## src/rtl/pll_factor_search.sv

```systemverilog
module pll_factor_search #(
  parameter int unsigned R_MAX    = 16,
  parameter int unsigned OD_MAX   = 16,
  parameter int unsigned F_MAX    = 64,
  parameter int unsigned MAX_MUL  = 64,
  parameter int unsigned MAX_DIV  = 256,
  parameter int unsigned FIN_MIN  = 13_300_000,
  parameter int unsigned FIN_MAX  = 1_750_000_000,
  parameter int unsigned FOUT_MIN = 21_250_000,
  parameter int unsigned FOUT_MAX = 1_750_000_000,
  parameter int unsigned VCO_MIN  = 340_000_000,
  parameter int unsigned VCO_MAX  = 1_750_000_000,
  localparam int RW = $clog2(R_MAX + 1),
  localparam int OW = $clog2(OD_MAX + 1),
  localparam int FW = $clog2(F_MAX + 1),
  localparam int DW = 32 + ((RW + OW > FW) ? RW + OW : FW)
) (
  input  logic          clk,
  input  logic          rst_n,
  input  logic          start_i,
  input  logic [31:0]   fin_i,
  input  logic [31:0]   fout_i,
  output logic          done_o,
  output logic          bad_o,
  output logic [RW-1:0] r_o,
  output logic [OW-1:0] od_o,
  output logic [FW-1:0] f_o,
  output logic [DW-1:0] dev_o
);

  logic          busy, found;
  logic [31:0]   fin_q, tgt_q;
  logic [RW-1:0] rc;
  logic [OW-1:0] oc;
  logic [FW-1:0] fc;

  logic [63:0] in_f, den, tgt_d, dev, best_den;
  logic r_ok, vco_ok, cand_ok, better, take, hit, last, finish, req_ok;

  assign in_f    = 64'(fin_q) * 64'(fc);
  assign den     = 64'(rc) * 64'(oc);
  assign tgt_d   = 64'(tgt_q) * den;
  assign dev     = (in_f > tgt_d) ? in_f - tgt_d : tgt_d - in_f;
  assign r_ok    = 64'(rc) * 64'(FIN_MIN) <= 64'(fin_q);
  assign vco_ok  = (in_f >= 64'(rc) * 64'(VCO_MIN)) && (in_f <= 64'(rc) * 64'(VCO_MAX));
  assign cand_ok = r_ok && vco_ok;
  assign best_den = 64'(r_o) * 64'(od_o);
  assign better  = !found || (dev * best_den < 64'(dev_o) * den);
  assign take    = busy && cand_ok && better;
  assign hit     = busy && cand_ok && (dev == 64'd0);
  assign last    = (rc == RW'(R_MAX)) && (oc == OW'(OD_MAX)) && (fc == FW'(F_MAX));
  assign finish  = busy && (hit || last);

  assign req_ok = (fout_i >= FOUT_MIN) && (fout_i <= FOUT_MAX) &&
                  (fin_i >= FIN_MIN) && (fin_i <= FIN_MAX) &&
                  (64'(fout_i) <= 64'(fin_i) * 64'(MAX_MUL)) &&
                  (64'(fout_i) * 64'(MAX_DIV) >= 64'(fin_i));

  always_ff @(posedge clk or negedge rst_n) begin
    if (!rst_n) begin
      busy   <= 1'b0;
      found  <= 1'b0;
      fin_q  <= '0;
      tgt_q  <= '0;
      rc     <= '0;
      oc     <= '0;
      fc     <= '0;
      done_o <= 1'b0;
      bad_o  <= 1'b0;
      r_o    <= '0;
      od_o   <= '0;
      f_o    <= '0;
      dev_o  <= '0;
    end else begin
      done_o <= 1'b0;
      if (!busy) begin
        if (start_i) begin
          r_o   <= '0;
          od_o  <= '0;
          f_o   <= '0;
          dev_o <= '0;
          if (req_ok) begin
            busy  <= 1'b1;
            found <= 1'b0;
            fin_q <= fin_i;
            tgt_q <= fout_i;
            rc    <= RW'(1);
            oc    <= OW'(1);
            fc    <= FW'(1);
          end else begin
            done_o <= 1'b1;
            bad_o  <= 1'b1;
          end
        end
      end else begin
        if (take) begin
          r_o   <= rc;
          od_o  <= oc;
          f_o   <= fc;
          dev_o <= dev[DW-1:0];
          found <= 1'b1;
        end
        if (finish) begin
          busy   <= 1'b0;
          done_o <= 1'b1;
          bad_o  <= !(found || take);
        end else if (fc == FW'(F_MAX)) begin
          fc <= FW'(1);
          if (oc == OW'(OD_MAX)) begin
            oc <= OW'(1);
            rc <= rc + RW'(1);
          end else begin
            oc <= oc + OW'(1);
          end
        end else begin
          fc <= fc + FW'(1);
        end
      end
    end
  end

  logic [63:0] res_inf;
  assign res_inf = 64'(fin_q) * 64'(f_o);


  done_pulse_chk: assert property (@(posedge clk) disable iff (!rst_n)
    done_o |=> !done_o);


  bad_at_done_chk: assert property (@(posedge clk) disable iff (!rst_n)
    !$stable(bad_o) |-> done_o);


  bad_zero_chk: assert property (@(posedge clk) disable iff (!rst_n)
    (done_o && bad_o) |-> (r_o == '0 && od_o == '0 && f_o == '0 && dev_o == '0));


  limits_chk: assert property (@(posedge clk) disable iff (!rst_n)
    (done_o && !bad_o) |-> (res_inf >= 64'(r_o) * 64'(VCO_MIN) &&
                            res_inf <= 64'(r_o) * 64'(VCO_MAX) &&
                            64'(r_o) * 64'(FIN_MIN) <= 64'(fin_q)));


  range_chk: assert property (@(posedge clk) disable iff (!rst_n)
    (done_o && !bad_o) |-> (r_o != '0 && od_o != '0 && f_o != '0 &&
                            r_o <= RW'(R_MAX) && od_o <= OW'(OD_MAX) && f_o <= FW'(F_MAX)));


  idle_hold_chk: assert property (@(posedge clk) disable iff (!rst_n)
    (!busy && !start_i) |=> $stable({r_o, od_o, f_o, dev_o, bad_o}));

endmodule

```

## config.mk

```make
export PLATFORM = sky130hd
export DESIGN_NAME = pll_factor_search
export DESIGN_NICKNAME = d
export VERILOG_FILES = /design/src/rtl/pll_factor_search.sv
export SDC_FILE = /design/constraint.sdc
export NUM_CORES = 2
export LEC_CHECK = 0
export BUFFER_PORTS_ARGS = -buffer_cell sky130_fd_sc_hd__buf_2
export CAP_MARGIN = 20
export CORE_AREA = 2 2 325 327
export CTS_CLUSTER_DIAMETER = 50
export DETAILED_ROUTE_END_ITERATION = 7
export DIE_AREA = 0 0 327 329
export HOLD_SLACK_MARGIN = 0.1
export PLACE_DENSITY = 0.78
export RECOVER_POWER = 50
export SLEW_MARGIN = 40
export SYNTH_ARGS = -nofsm -noshare
export SYNTH_HDL_FRONTEND = slang
export SYNTH_SLANG_ARGS = --single-unit
```

## constraint.sdc

```tcl
create_clock -name clk -period 23.2 [get_ports clk]
set_clock_uncertainty 0.2 [all_clocks]
set_input_delay 3.48 -clock clk [delete_from_list [all_inputs] [get_ports clk]]
set_output_delay 3.48 -clock clk [all_outputs]
set_load 0.005 [all_outputs]
```

==> metrics.yaml <==
run_status: "finished, violations left"
failing_checks: "capacitance limit, slew limit"
grt_max_degree: 74
post_drt_via_cell_ratio: 5.96
cts.reportedPaths.clkPinSlew_ns: 0.08
antenna_violations_before_repair: 4
postSynthCellCount: 7505
powerDensity_mw_per_mm2: 9.01
leakage_nw: 36.3
worst_slew_pin_slew_ns: 3.30
place_area_sq_mm: 0.0650
max-cap-violations: 3
grtUsageTotal: 0.347
final_hold_violation_count: 0
timing.slew.headroom: -1.20
synth_enable_flop_cells: 0
synthesis.nets: 9351
cts_tree: "yes"
grt_overflow_total: 0
timing.final.ws_setup_ns: 0.916
pre_cts_ws_ns: 0.636
initial_util: 0.603
async_flop_share: 1.00
areaGrowthSynthToFinish_pct: 4.67
final_net_count: 9267
cp_data_required_time_ns: 23.43
cts_bufs_inserted: 17
timing_worst_setup_path_type: "flip-flop to flip-flop"
drt_first_pass_iters: 6
row_count: 119
worst_hold_path_type: "flip-flop to flip-flop"
mostFrequentLayoutCell: "inv_1"
timing.fmax_ghz: 0.0449
layout.cells.most_common_list: "inv_1, fa_1, nand2_1"
coreArea_sq_mm: 0.104
synthesis.area_sq_mm: 0.0629
slew_violations: 149
max-vdd-ir-drop_mv: 0.0496
design.die.area_sq_mm: 0.108
die_w_um: 327
ys_types: 93
layout_min_cycle_time_ns: 22.28
arrival_time_at_the_worst_endpoint_ns: 22.51
clk-insertion-delay-late_ns: 0.53
post-route-cell-area_sq_mm: 0.0658
ys.flop_type: "dfrtp_1"
wl_per_cell_um: 20.7
drt.antenna.violating_nets: 0
num_io_pins: 128
port_buffers: 127
sequential_share_of_the_synthesized_area: 0.0573
timing.hold.ws_ns: 0.344
max-clock-path-buffers: 2
total_number_of_h_tree_levels: 4
clock_sinks: 144
final_count_of_negative_setup_slack_endpoints: 0
root_cell_of_the_clock_tree: "clkbuf_16"
timing.critical_path.fanout_max: 25
finalWeightedCongestion: 1.01
critical_path.slowest_cell: "xnor2_2"
postSynthAreaPerCell_sq_um: 8.38
die_h_um: 329
drc: 0
power_mw: 0.593
number_of_global_route_vias_before_repair: 55003
critical_path.most_common_cell: "fa_1"
synth_warn: 0
grt_pass1_wl_mm: 296
worstSetupEndpointType: "flip-flop"
period_share: 0.961
hpwl_mm: 151
final_core_utilization: 0.631
detail_route.iter0.violations: 4167
route.final.wire_length_mm: 183
cp_slowest_stage_delay_ns: 0.60
startpoint_type: "flip-flop"
total_via_count_after_detailed_routing: 52563
post_route_cells_drive_above_1_share: 0.0574
ys_seq_elements: 144
state kept, by name, summed over array words and instances, names as in the netlist, 5 cells and up:
register / cells
rc: 5
r_o: 5
fin_q: 32
f_o: 7
fc: 7
od_o: 5
tgt_q: 32
oc: 5
dev_o: 42
per-layer routing:
metal  wire [um]  vias to the layer above  share of wire  track usage
li1            -                    23645              -            -
met1       73400                    26222           0.40        0.455
met2       84400                     2274           0.46        0.570
met3       15500                      422          0.085       0.0564
met4        9760                        0          0.053        0.158
met5           0                        -              0            0
synthesized netlist by cell type (28+ instances only):
cell	instances	area share
nor3_1	56	0.0045
dfrtp_1	144	0.057
nand3_1	58	0.0046
xor2_1	117	0.016
or3_1	28	0.0028
a31oi_1	28	0.0028
a21o_1	208	0.025
a211oi_1	28	0.0033
xnor2_1	183	0.025
and2_1	355	0.035
fa_1	1114	0.35
o21ai_0	216	0.017
o21bai_1	72	0.0086
or2_2	42	0.0042
nor2_1	444	0.027
mux2i_1	83	0.013
nand2_1	995	0.059
nor2b_1	55	0.0055
o21a_1	39	0.0047
a21oi_1	337	0.027
mux2_2	33	0.0059
ha_1	665	0.13
and3_1	81	0.0081
nand4_1	75	0.0075
inv_1	1303	0.078
clkbuf_1	336	0.020
nand2b_1	78	0.0078
cells by family (layout without fill, tap and decap cells):
kind of cell | Yosys count | count (layout) | share of synthesized area
buf+inv | 1669 | 1597 | 0.100
fa+ha+maj | 1779 | 1779 | 0.487
flops | 144 | 144 | 0.0573
compound gates | 1154 | 1154 | 0.119
mux | 119 | 119 | 0.0198
xor+xnor | 301 | 302 | 0.0420
simple gates | 2339 | 2339 | 0.175
other cells | 0 | 1 | 0
worst paths after layout:
kind | from | endpoint | slack [ns] | cells past startpoint
setup / recovery | oc[2] | od_o[4] | 0.92 | 88
hold / removal | f_o[0] | f_o[0] | 0.34 | 2
setup reg to reg | oc[2] | od_o[4] | 0.92 | 88
hold reg to reg | f_o[0] | f_o[0] | 0.34 | 2
max in group asynchronous | rst_n | dev_o[2] | 14.75 | 2
min in group asynchronous | rst_n | tgt_q[26] | 3.84 | 1
metrics by stage:
stage	instances	setup TNS, ns
after global placement	8788	0
after detailed placement	8788	0
after floorplan	7505	0
after CTS	8820	0
after global routing	8825	-0.559
final	8826	0
what timing repair did:
item	in CTS	in global routing
hold endpoints to repair	0	0
hold buffers	0	0
buffers inserted	0	3
setup endpoints to repair	0	60
gates resized for setup	0	21
worst max-delay path, delay by kind of cell (launching register included):
family	cells	cell delay, ns
and+or+nand+nor	19	3.31
muxes	2	0.42
DFF	1	0.50
AOI/OAI and AO/OA	32	6.90
xor gates and xnor gates	4	1.22
buffers and inverters	13	1.26
adders and majority gates	18	8.21
where the power goes:
part / internal (mW) / total, mW / switching (mW) / leakage, nW
combinational: 0.0106 / 0.0339 / 0.0233 / 34.0
sequential: 0.251 / 0.251 / 0 / 1.95
clock: 0.146 / 0.309 / 0.162 / 0.293
layout make-up:
type	count	area [sq um]
diodes	1	2.50
clock buffers	17	425
clock inverters	15	185
fillers	8935	38500
inverters	1309	4910
multi-input cells	5693	53300
flip-flops and latches	144	3610
well taps	1391	1740
repair buffers	256	1630
(Power assumes the default switching activity.)
